## src/rtl/dacif_pkg.sv

```systemverilog
package dacif_pkg;
  localparam int CODE_W  = 12;
  localparam int FRAME_W = CODE_W + 4;
  localparam int CNT_W   = $clog2(FRAME_W + 1);
  localparam int NUM_CH  = 2;

  typedef struct packed {
    logic [CODE_W-1:0] code;
    logic              unity;
    logic              active;
  } chan_cfg_t;

  localparam chan_cfg_t CFG_RESET = '{code: '0, unity: 1'b0, active: 1'b0};
endpackage

```

## src/rtl/dacif_sync.sv

```systemverilog
module dacif_sync #(
  parameter int        W       = 4,
  parameter int        STAGES  = 2,
  parameter logic [W-1:0] RST_VAL = '0
) (
  input  logic         clk,
  input  logic         rst_ns,
  input  logic [W-1:0] d,
  output logic [W-1:0] q
);
  logic [STAGES-1:0][W-1:0] stage_q;

  genvar s;
  generate
    for (s = 0; s < STAGES; s++) begin : g_stage
      logic [W-1:0] stage_d;
      if (s == 0) begin : g_first
        always_comb stage_d = d;
      end else begin : g_rest
        always_comb stage_d = stage_q[s-1];
      end
      always_ff @(posedge clk or negedge rst_ns) begin
        if (!rst_ns) stage_q[s] <= RST_VAL;
        else         stage_q[s] <= stage_d;
      end
    end
  endgenerate

  assign q = stage_q[STAGES-1];
endmodule

```

## src/rtl/dacif_frame_rx.sv

```systemverilog
module dacif_frame_rx
  import dacif_pkg::*;
(
  input  logic             clk,
  input  logic             rst_ns,
  input  logic             cs_n_s,
  input  logic             sck_s,
  input  logic             sdi_s,
  output logic             commit_vld,
  output logic             commit_sel,
  output chan_cfg_t        commit_cfg,
  output logic [CNT_W-1:0] bit_cnt
);
  localparam logic [CNT_W-1:0] FULL = CNT_W'(FRAME_W);

  logic               sck_q, cs_n_q;
  logic [FRAME_W-1:0] shreg_q, shreg_d;
  logic [CNT_W-1:0]   cnt_q, cnt_d;
  logic               vld_q, vld_d;
  logic               sel_q, sel_d;
  chan_cfg_t          cfg_q, cfg_d;
  logic               sck_rise, cs_rise;

  assign sck_rise = sck_s & ~sck_q;
  assign cs_rise  = cs_n_s & ~cs_n_q;

  always_comb begin
    shreg_d = shreg_q;
    cnt_d   = cnt_q;
    vld_d   = 1'b0;
    sel_d   = sel_q;
    cfg_d   = cfg_q;
    if (cs_n_s) begin
      if (cs_rise && (cnt_q == FULL)) begin
        vld_d  = 1'b1;
        sel_d  = shreg_q[FRAME_W-1];
        cfg_d  = '{code:   shreg_q[CODE_W-1:0],
                   unity:  shreg_q[CODE_W+1],
                   active: shreg_q[CODE_W]};
      end
      cnt_d = '0;
    end else if (sck_rise && (cnt_q != FULL)) begin
      shreg_d = {shreg_q[FRAME_W-2:0], sdi_s};
      cnt_d   = cnt_q + 1'b1;
    end
  end

  always_ff @(posedge clk or negedge rst_ns) begin
    if (!rst_ns) begin
      sck_q   <= 1'b0;
      cs_n_q  <= 1'b1;
      shreg_q <= '0;
      cnt_q   <= '0;
      vld_q   <= 1'b0;
      sel_q   <= 1'b0;
      cfg_q   <= CFG_RESET;
    end else begin
      sck_q   <= sck_s;
      cs_n_q  <= cs_n_s;
      shreg_q <= shreg_d;
      cnt_q   <= cnt_d;
      vld_q   <= vld_d;
      sel_q   <= sel_d;
      cfg_q   <= cfg_d;
    end
  end

  assign commit_vld = vld_q;
  assign commit_sel = sel_q;
  assign commit_cfg = cfg_q;
  assign bit_cnt    = cnt_q;
endmodule

```

## src/rtl/dacif_chan_bank.sv

```systemverilog
module dacif_chan_bank
  import dacif_pkg::*;
(
  input  logic      clk,
  input  logic      rst_ns,
  input  logic      commit_vld,
  input  logic      commit_sel,
  input  chan_cfg_t commit_cfg,
  input  logic      ld_n_s,
  output chan_cfg_t out_cfg [NUM_CH]
);
  genvar ch;
  generate
    for (ch = 0; ch < NUM_CH; ch++) begin : g_ch
      chan_cfg_t stage_q, stage_d, out_q, out_d;
      logic      stage_en, out_en;

      assign stage_en = commit_vld && (commit_sel == ch[0]);
      assign out_en   = ~ld_n_s;

      always_comb begin
        stage_d = stage_q;
        if (stage_en) stage_d = commit_cfg;
        out_d = out_q;
        if (out_en) out_d = stage_q;
      end

      always_ff @(posedge clk or negedge rst_ns) begin
        if (!rst_ns) begin
          stage_q <= CFG_RESET;
          out_q   <= CFG_RESET;
        end else begin
          stage_q <= stage_d;
          out_q   <= out_d;
        end
      end

      assign out_cfg[ch] = out_q;
    end
  endgenerate
endmodule

```

## src/rtl/dual_dac_wr_if.sv

```systemverilog
module dual_dac_wr_if
  import dacif_pkg::*;
#(
  parameter int SYNC_STAGES = 2
) (
  input  logic              clk,
  input  logic              rst_n,
  input  logic              dac_cs_n,
  input  logic              dac_sck,
  input  logic              dac_sdi,
  input  logic              dac_load_n,
  output logic [CODE_W-1:0] ch_a_code,
  output logic              ch_a_unity,
  output logic              ch_a_active,
  output logic [CODE_W-1:0] ch_b_code,
  output logic              ch_b_unity,
  output logic              ch_b_active
);
  logic [1:0]       rst_ff;
  logic             rst_ns;
  logic [3:0]       pins_s;
  logic             cs_n_s, sck_s, sdi_s, ld_n_s;
  logic             commit_vld, commit_sel;
  chan_cfg_t        commit_cfg;
  logic [CNT_W-1:0] bit_cnt;
  chan_cfg_t        out_cfg [NUM_CH];

  always_ff @(posedge clk or negedge rst_n) begin
    if (!rst_n) rst_ff <= 2'b00;
    else        rst_ff <= {rst_ff[0], 1'b1};
  end
  assign rst_ns = rst_ff[1];

  dacif_sync #(.W(4), .STAGES(SYNC_STAGES), .RST_VAL(4'b1001)) u_sync (
    .clk    (clk),
    .rst_ns (rst_ns),
    .d      ({dac_cs_n, dac_sck, dac_sdi, dac_load_n}),
    .q      (pins_s)
  );
  assign {cs_n_s, sck_s, sdi_s, ld_n_s} = pins_s;

  dacif_frame_rx u_rx (
    .clk        (clk),
    .rst_ns     (rst_ns),
    .cs_n_s     (cs_n_s),
    .sck_s      (sck_s),
    .sdi_s      (sdi_s),
    .commit_vld (commit_vld),
    .commit_sel (commit_sel),
    .commit_cfg (commit_cfg),
    .bit_cnt    (bit_cnt)
  );

  dacif_chan_bank u_bank (
    .clk        (clk),
    .rst_ns     (rst_ns),
    .commit_vld (commit_vld),
    .commit_sel (commit_sel),
    .commit_cfg (commit_cfg),
    .ld_n_s     (ld_n_s),
    .out_cfg    (out_cfg)
  );

  assign ch_a_code   = out_cfg[0].code;
  assign ch_a_unity  = out_cfg[0].unity;
  assign ch_a_active = out_cfg[0].active;
  assign ch_b_code   = out_cfg[1].code;
  assign ch_b_unity  = out_cfg[1].unity;
  assign ch_b_active = out_cfg[1].active;
endmodule

```

## config.mk

```make
export PLATFORM = sky130hd
export DESIGN_NAME = dual_dac_wr_if
export DESIGN_NICKNAME = d
export VERILOG_FILES = /design/src/rtl/dacif_pkg.sv /design/src/rtl/dacif_sync.sv /design/src/rtl/dacif_frame_rx.sv /design/src/rtl/dacif_chan_bank.sv /design/src/rtl/dual_dac_wr_if.sv
export SDC_FILE = /design/constraint.sdc
export NUM_CORES = 1
export LEC_CHECK = 0
export ABC_AREA = 1
export BUFFER_PORTS_ARGS = -buffer_cell sky130_fd_sc_hd__buf_2
export CAP_MARGIN = 0
export CORE_MARGIN = 10
export CORE_UTILIZATION = 61
export CTS_BUF_LIST = sky130_fd_sc_hd__clkbuf_4
export DETAILED_ROUTE_END_ITERATION = 16
export GPL_ROUTABILITY_DRIVEN = 0
export PLACE_DENSITY_LB_ADDON = 0.1
export REMOVE_ABC_BUFFERS = 1
export SLEW_MARGIN = 20
export SYNTH_ARGS = -nofsm -noshare
export SYNTH_HDL_FRONTEND = slang
export SYNTH_SLANG_ARGS = --single-unit
export TNS_END_PERCENT = 20
```

## constraint.sdc

```tcl
create_clock -name clk -period 3.8 [get_ports clk]
set_clock_uncertainty 0.2 [all_clocks]
set_input_delay 0.38 -clock clk [delete_from_list [all_inputs] [get_ports clk]]
set_output_delay 0.38 -clock clk [all_outputs]
set_load 0.02 [all_outputs]
```

; ---- Word-level counts from Yosys, hierarchy flattened
; Index checks and enable logic that the tools add are counted.
[op_classes]
addsub = 1
mul = 0
n_div = 0
magnitude_cmp = 0
n_eq_ne = 2
shifts = 0
mux = 4
bitwise_logic = 6
reduce_logical = 7
[ops]
columns = operator, n
row1 = $mux 5, 2
row2 = $add 5x1->5 const B, 1
row3 = $eq 5x5->1 const B, 1
row4 = $ne 5x5->1 const B, 1
row5 = $logic_and 1x1->1, 4
row6 = $not 1->1, 4
row7 = $reduce_and 2->1, 2
row8 = $and 1x1->1, 2
row9 = $mux 1, 2
row10 = $reduce_bool 2->1, 1
[word_totals]
ff_bits = 105
latchBits = 0
ram_bits = 0
mem_bits_ro = 0
in_bits = 6
out_inout_bits = 28
elab_cells = 44
mem_count = 0

; ---- Logic depth before layout (Yosys ltp)
[depth]
word_depth = 5
depth_mapped = 10

; ---- Hierarchy
; Synthesis repeated with hierarchy kept, for this count alone.
[hier_totals]
cells_unflattened = 416
hier_area_um2 = 4192.8
[by_module_without_submodules]
columns = mod, instances, cells_per_inst, area_per_inst_um2, seq_area_each_um2
row1 = dacif_chan_bank, 1, 241, 2200.9, 1401.3
row2 = dacif_frame_rx, 1, 164, 1732.9, 977.2
row3 = dacif_sync, 1, 8, 205.2, 205.2
row4 = dual_dac_wr_if, 1, 3, 53.8, 50.0

; ---- Worst setup path after synthesis
; OpenSTA, ideal clock, no wires.
[synth_path]
path_type = register to register
startpoint = register u_sync.stage_q, in the netlist u_sync.q[0]
endpoint = register u_bank.g_ch[1].out_q, in the netlist u_bank.out_cfg[10]
setup_time_ns = 0.125
t_arrival_ns = 1.196
t_required_ns = 3.475
path_slack_ns = 2.279
path_stages_with_launch = 4
n_path_buf = 2
synth_period_minus_slack_ns = 1.521
path_cell_list = dfstp_2 buf_2 buf_4 mux2_2
[synth_rtl]
columns = item, line
row1 = "start, declared", dacif_sync.sv:11  ; logic [STAGES-1:0][W-1:0] stage_q;
row2 = "start signal, assigned by index", dacif_sync.sv:24  ; else stage_q[s] <= stage_d;
row3 = "end signal, assigned", dacif_chan_bank.sv:34  ; out_q <= out_d;
row4 = "end, declared", dacif_chan_bank.sv:15  ; chan_cfg_t stage_q, stage_d, out_q, out_d;
; No word-level cell between the ends.

; ---- Final worst setup path
[layout_path]
startpoint = register u_rx.cnt_q[0], in the netlist u_rx.bit_cnt[0]
endpoint = register u_rx.cfg_q, in the netlist u_rx.commit_cfg[0]
[layout_between]
elab_chain_len = 3
[layout_rtl]
columns = item, line
row1 = "start, declared", dacif_frame_rx.sv:18  ; logic [CNT_W-1:0] cnt_q, cnt_d;
row2 = "start signal, assigned", dacif_frame_rx.sv:61  ; cnt_q <= cnt_d;
row3 = $eq 5x5->1, dacif_frame_rx.sv:34  ; if (cs_rise && (cnt_q == FULL)) begin
row4 = $logic_and 1x1->1, dacif_frame_rx.sv:34
row5 = $reduce_and 2->1 (no line), n/a
row6 = "end signal, assigned", dacif_frame_rx.sv:64  ; cfg_q <= cfg_d;
row7 = "end, declared", dacif_frame_rx.sv:21  ; chan_cfg_t cfg_q, cfg_d;
; Every way passes these cells.
; A chain may end at the register's enable or synchronous reset.

==> reports/results.tsv <==
stage	metric	value	unit
place	io_buffers	33	
detailed_routing	totalWireLength	5.83	mm
layout	final_cell_mix	99 x dfrtp_1, 63 x nand2_1, 40 x inv_1	
global_routing	grtUsageMet2	19.1	%
global_routing	grt_pass1_wl	10.3	mm
cts	clock_sinks	105	
power	ir_drop	0.000240	V
floorplan	ios	34	
layout	multi_input_area	1170	um^2
setup_path	cp_top_family	simple AND/OR/NAND/NOR gates	
global_routing	grtUsageMet3	3.40	%
layout	area_growth	8.04	%
sta	final-hold-violation-count	0	
setup_path	r2r-start	u_rx.bit_cnt[0]	
setup_path	crit_start	u_rx.bit_cnt[0]	
setup_path	reg2reg_depth	9	
cts	cts_buffers	9	
place	place_inst	437	
setup_path	required	3960	ps
global_routing	grt_pass1_vias	2252	
global_routing	antenna_found_initial	0	
yosys	synth_cell_types	22	
floorplan	rows	29	
cts	cts_root_buffer	clkbuf_4	
cts	clkLatencyLatePin	440	ps
worst_hold_path	hold_path.class	in2async	
setup_path	r2r_slack	1830	ps
sta	rsz0062_at_grt	false	
setup_path	path_cells	inv_1 -> ha_1 -> nand2_1 -> inv_1 -> nand2_4 -> inv_2 -> nand2_2 -> nand2_1 -> o21ai_2	
yosys	syn_area	4080	um^2
power	p_leak	2.17	nW
global_routing	grt_use_total	12.5	%
layout	n_antenna_cell	0	
floorplan	fp.dieW	102	um
setup_path	cp_max_fo	30	
setup_path	crit_buf_inv	3	
sta	fin_ws	1830	ps
cts	cts_tree	built	
global_routing	overflow	0	
global_routing	grt_max_degree	53	
setup_path	worstSetupPathType	reg2reg	
yosys	synth_area_per_cell	12.0	um^2
detailed_routing	vias_per_cell	5.11	
layout	nFillCells	524	
sta	worst_pin_slew	915	ps
floorplan	start_util	63.5	%
global_routing	grt.busiest_layer	met2	
yosys	seq_area_frac_synth	64.6	%
setup_path	cp.arrival	2130	ps
flow_run	maxCapViolCount	0	
detailed_routing	drc	0	
floorplan	core	6420	um^2
setup_path	path_depth	9	
layout	layout.area.seq	2640	um^2
sta	finalCriticalPeriod	1970	ps
detailed_routing	drtPass1Iterations	4	
setup_path	cp-end-kind	flip-flop	
setup_path	crit_end	u_rx.commit_cfg[0]	
detailed_routing	vias	2341	
detailed_routing	postRouteAntennaNets	0	
sta	timing.fmax	0.507	GHz
layout	drive_gt1_share	33.6	%
sta	fin_crit_sh	51.9	%
yosys	synthCells	339	
setup_path	start_kind	flip-flop	
cts	clk_pin_slew	140	ps
cts	cts_setup_buffers	0	
yosys	synth_warnings	0	
setup_path	r2r_end	u_rx.commit_cfg[0]	
run_status	outcome	finished, final reports clean	
floorplan	dieArea	10400	um^2
sta	finalSetupTns	0	ps
setup_path	cpPeakStageDelay	520	ps
place	place_ws	1830	ps
sta	slew_viol_final	0	
power	powerDensity	396	nW/um^2
sta	relSlewSlack	38.9	%
detailed_routing	dr.first_iter.drc_count	82	
yosys	ys_seq_elements	105	
layout	stdcell_count	458	
detailed_routing	avgRoutedWirePerCell	12.7	um
place	dp_hpwl	3.90	mm
floorplan	dieHeight	102	um
cts	htree_levels	3	
sta	setup_viol	0	
sta	whs	37.7	ps
setup_path	crit_slowest_cell	nand2_2	
global_routing	gr-usage-met1	16.1	%
layout	final_nets	384	
cts	cts_buffer_depth	2	
layout	mostFrequentLayoutCell	dfrtp_1	
[logic make-up (layout without fill, tap and decap cells)]
kind of cell             count (synthesis)  count (layout)  synth area share [%]
AO/OA/AOI/OAI                           63              63                  11.0
XOR/XNOR                                 1               1                 0.215
adder cells (fa/ha/maj)                  2               2                 0.614
buffers and inverters                   55              97                  6.63
flip-flops                             105             105                  64.6
multiplexers                            28              28                  7.73
other                                    1               1                0.0920
AND/OR/NAND/NOR                         84              84                  9.17
[worst reg2reg max path: stages, from the launching register on]
cell	delay, ps
dfrtp_1	460
inv_1	70
ha_1	200
nand2_1	50
inv_1	60
nand2_4	70
inv_2	40
nand2_2	520
nand2_1	150
o21ai_2	90
[area by class of cell]
class                      instances  area share [%]
clock inverter                     5           0.710
inverter                          41            3.49
clock buffer                      11            1.87
timing repair buffer              40            5.23
multi-input combinational        179            26.6
tap                               77            2.19
sequential                       105            59.9
[report_power, final]
group	switching (W)	internal [W]	leakage [nW]
combinational	0.0000555	0.0000311	0.683
clock	0.000335	0.000148	0.0586
sequential	0.0000289	0.00115	1.43
[worst min path at each step]
stage          slack, ps  cells past startpoint  start   endpoint
2_1_floorplan       -120                      0  rst_n  rst_ff[0]
3_3_place_gp         -40                      1  rst_n  rst_ff[0]
3_5_place_dp         -30                      1  rst_n  rst_ff[0]
4_1_cts               10                      2  rst_n  rst_ff[1]
5_1_grt               10                      2  rst_n  rst_ff[1]
6_report              40                      2  rst_n  rst_ff[1]
[stage by stage]
| step | utilization, % | area (um^2) | total power [W] |
|---|---|---|---|
| 2_1_floorplan | - | 3960 | 0.00126 |
| 3_3_place_gp | 66.0 | 4240 | 0.00128 |
| 3_5_place_dp | 66.0 | 4240 | 0.00128 |
| 4_1_cts | 68.6 | 4410 | 0.00177 |
| 5_1_grt | 68.6 | 4410 | 0.00183 |
| 6_report | 68.6 | 4410 | 0.00175 |
[synth_stat cells]
cell type	n	area share [%]
o21ai_0	28	3.4
nor2_1	2	0.18
o21ai_2	35	7.5
ha_1	2	0.61
mux2_2	28	7.7
inv_1	40	3.7
nand2_4	1	0.28
nand2_1	63	5.8
buf_4	2	0.37
nand4_1	2	0.31
conb_1	1	0.092
buf_6	7	1.9
dfstp_2	5	3.2
dfrtp_1	100	61
nor2_4	1	0.28
clkbuf_1	2	0.18
nand3_4	1	0.43
nand2_2	6	0.92
xnor2_1	1	0.21
nand3_1	8	0.98
buf_2	3	0.37
inv_2	1	0.092
[flip-flops by register name (all words and copies together), names as in the netlist]
| signal | count |
|---|---|
| rst_ff | 2 |
| u_rx.shreg_q | 16 |
| u_rx.commit_sel | 1 |
| u_bank.out_cfg | 28 |
| u_sync.q | 4 |
| u_rx.cs_n_q | 1 |
| u_sync.g_stage.stage_d | 4 |
| u_bank.g_ch.stage_q | 28 |
| u_rx.sck_q | 1 |
| u_rx.commit_vld | 1 |
| u_rx.commit_cfg | 14 |
| u_rx.bit_cnt | 5 |
[timing repair]
item,in CTS,in global routing
resized for setup,0,0
hold buffers,5,0
hold endpoints to repair,6,0
[routing by layer]
metal,wire (um),vias to the layer above,share of wire (%)
met5,0,-,0
met1,2770,1129,48
met4,119,0,2.0
li1,-,1166,-
met2,2630,34,45
met3,304,12,5.2
(Power assumes the default switching activity.)
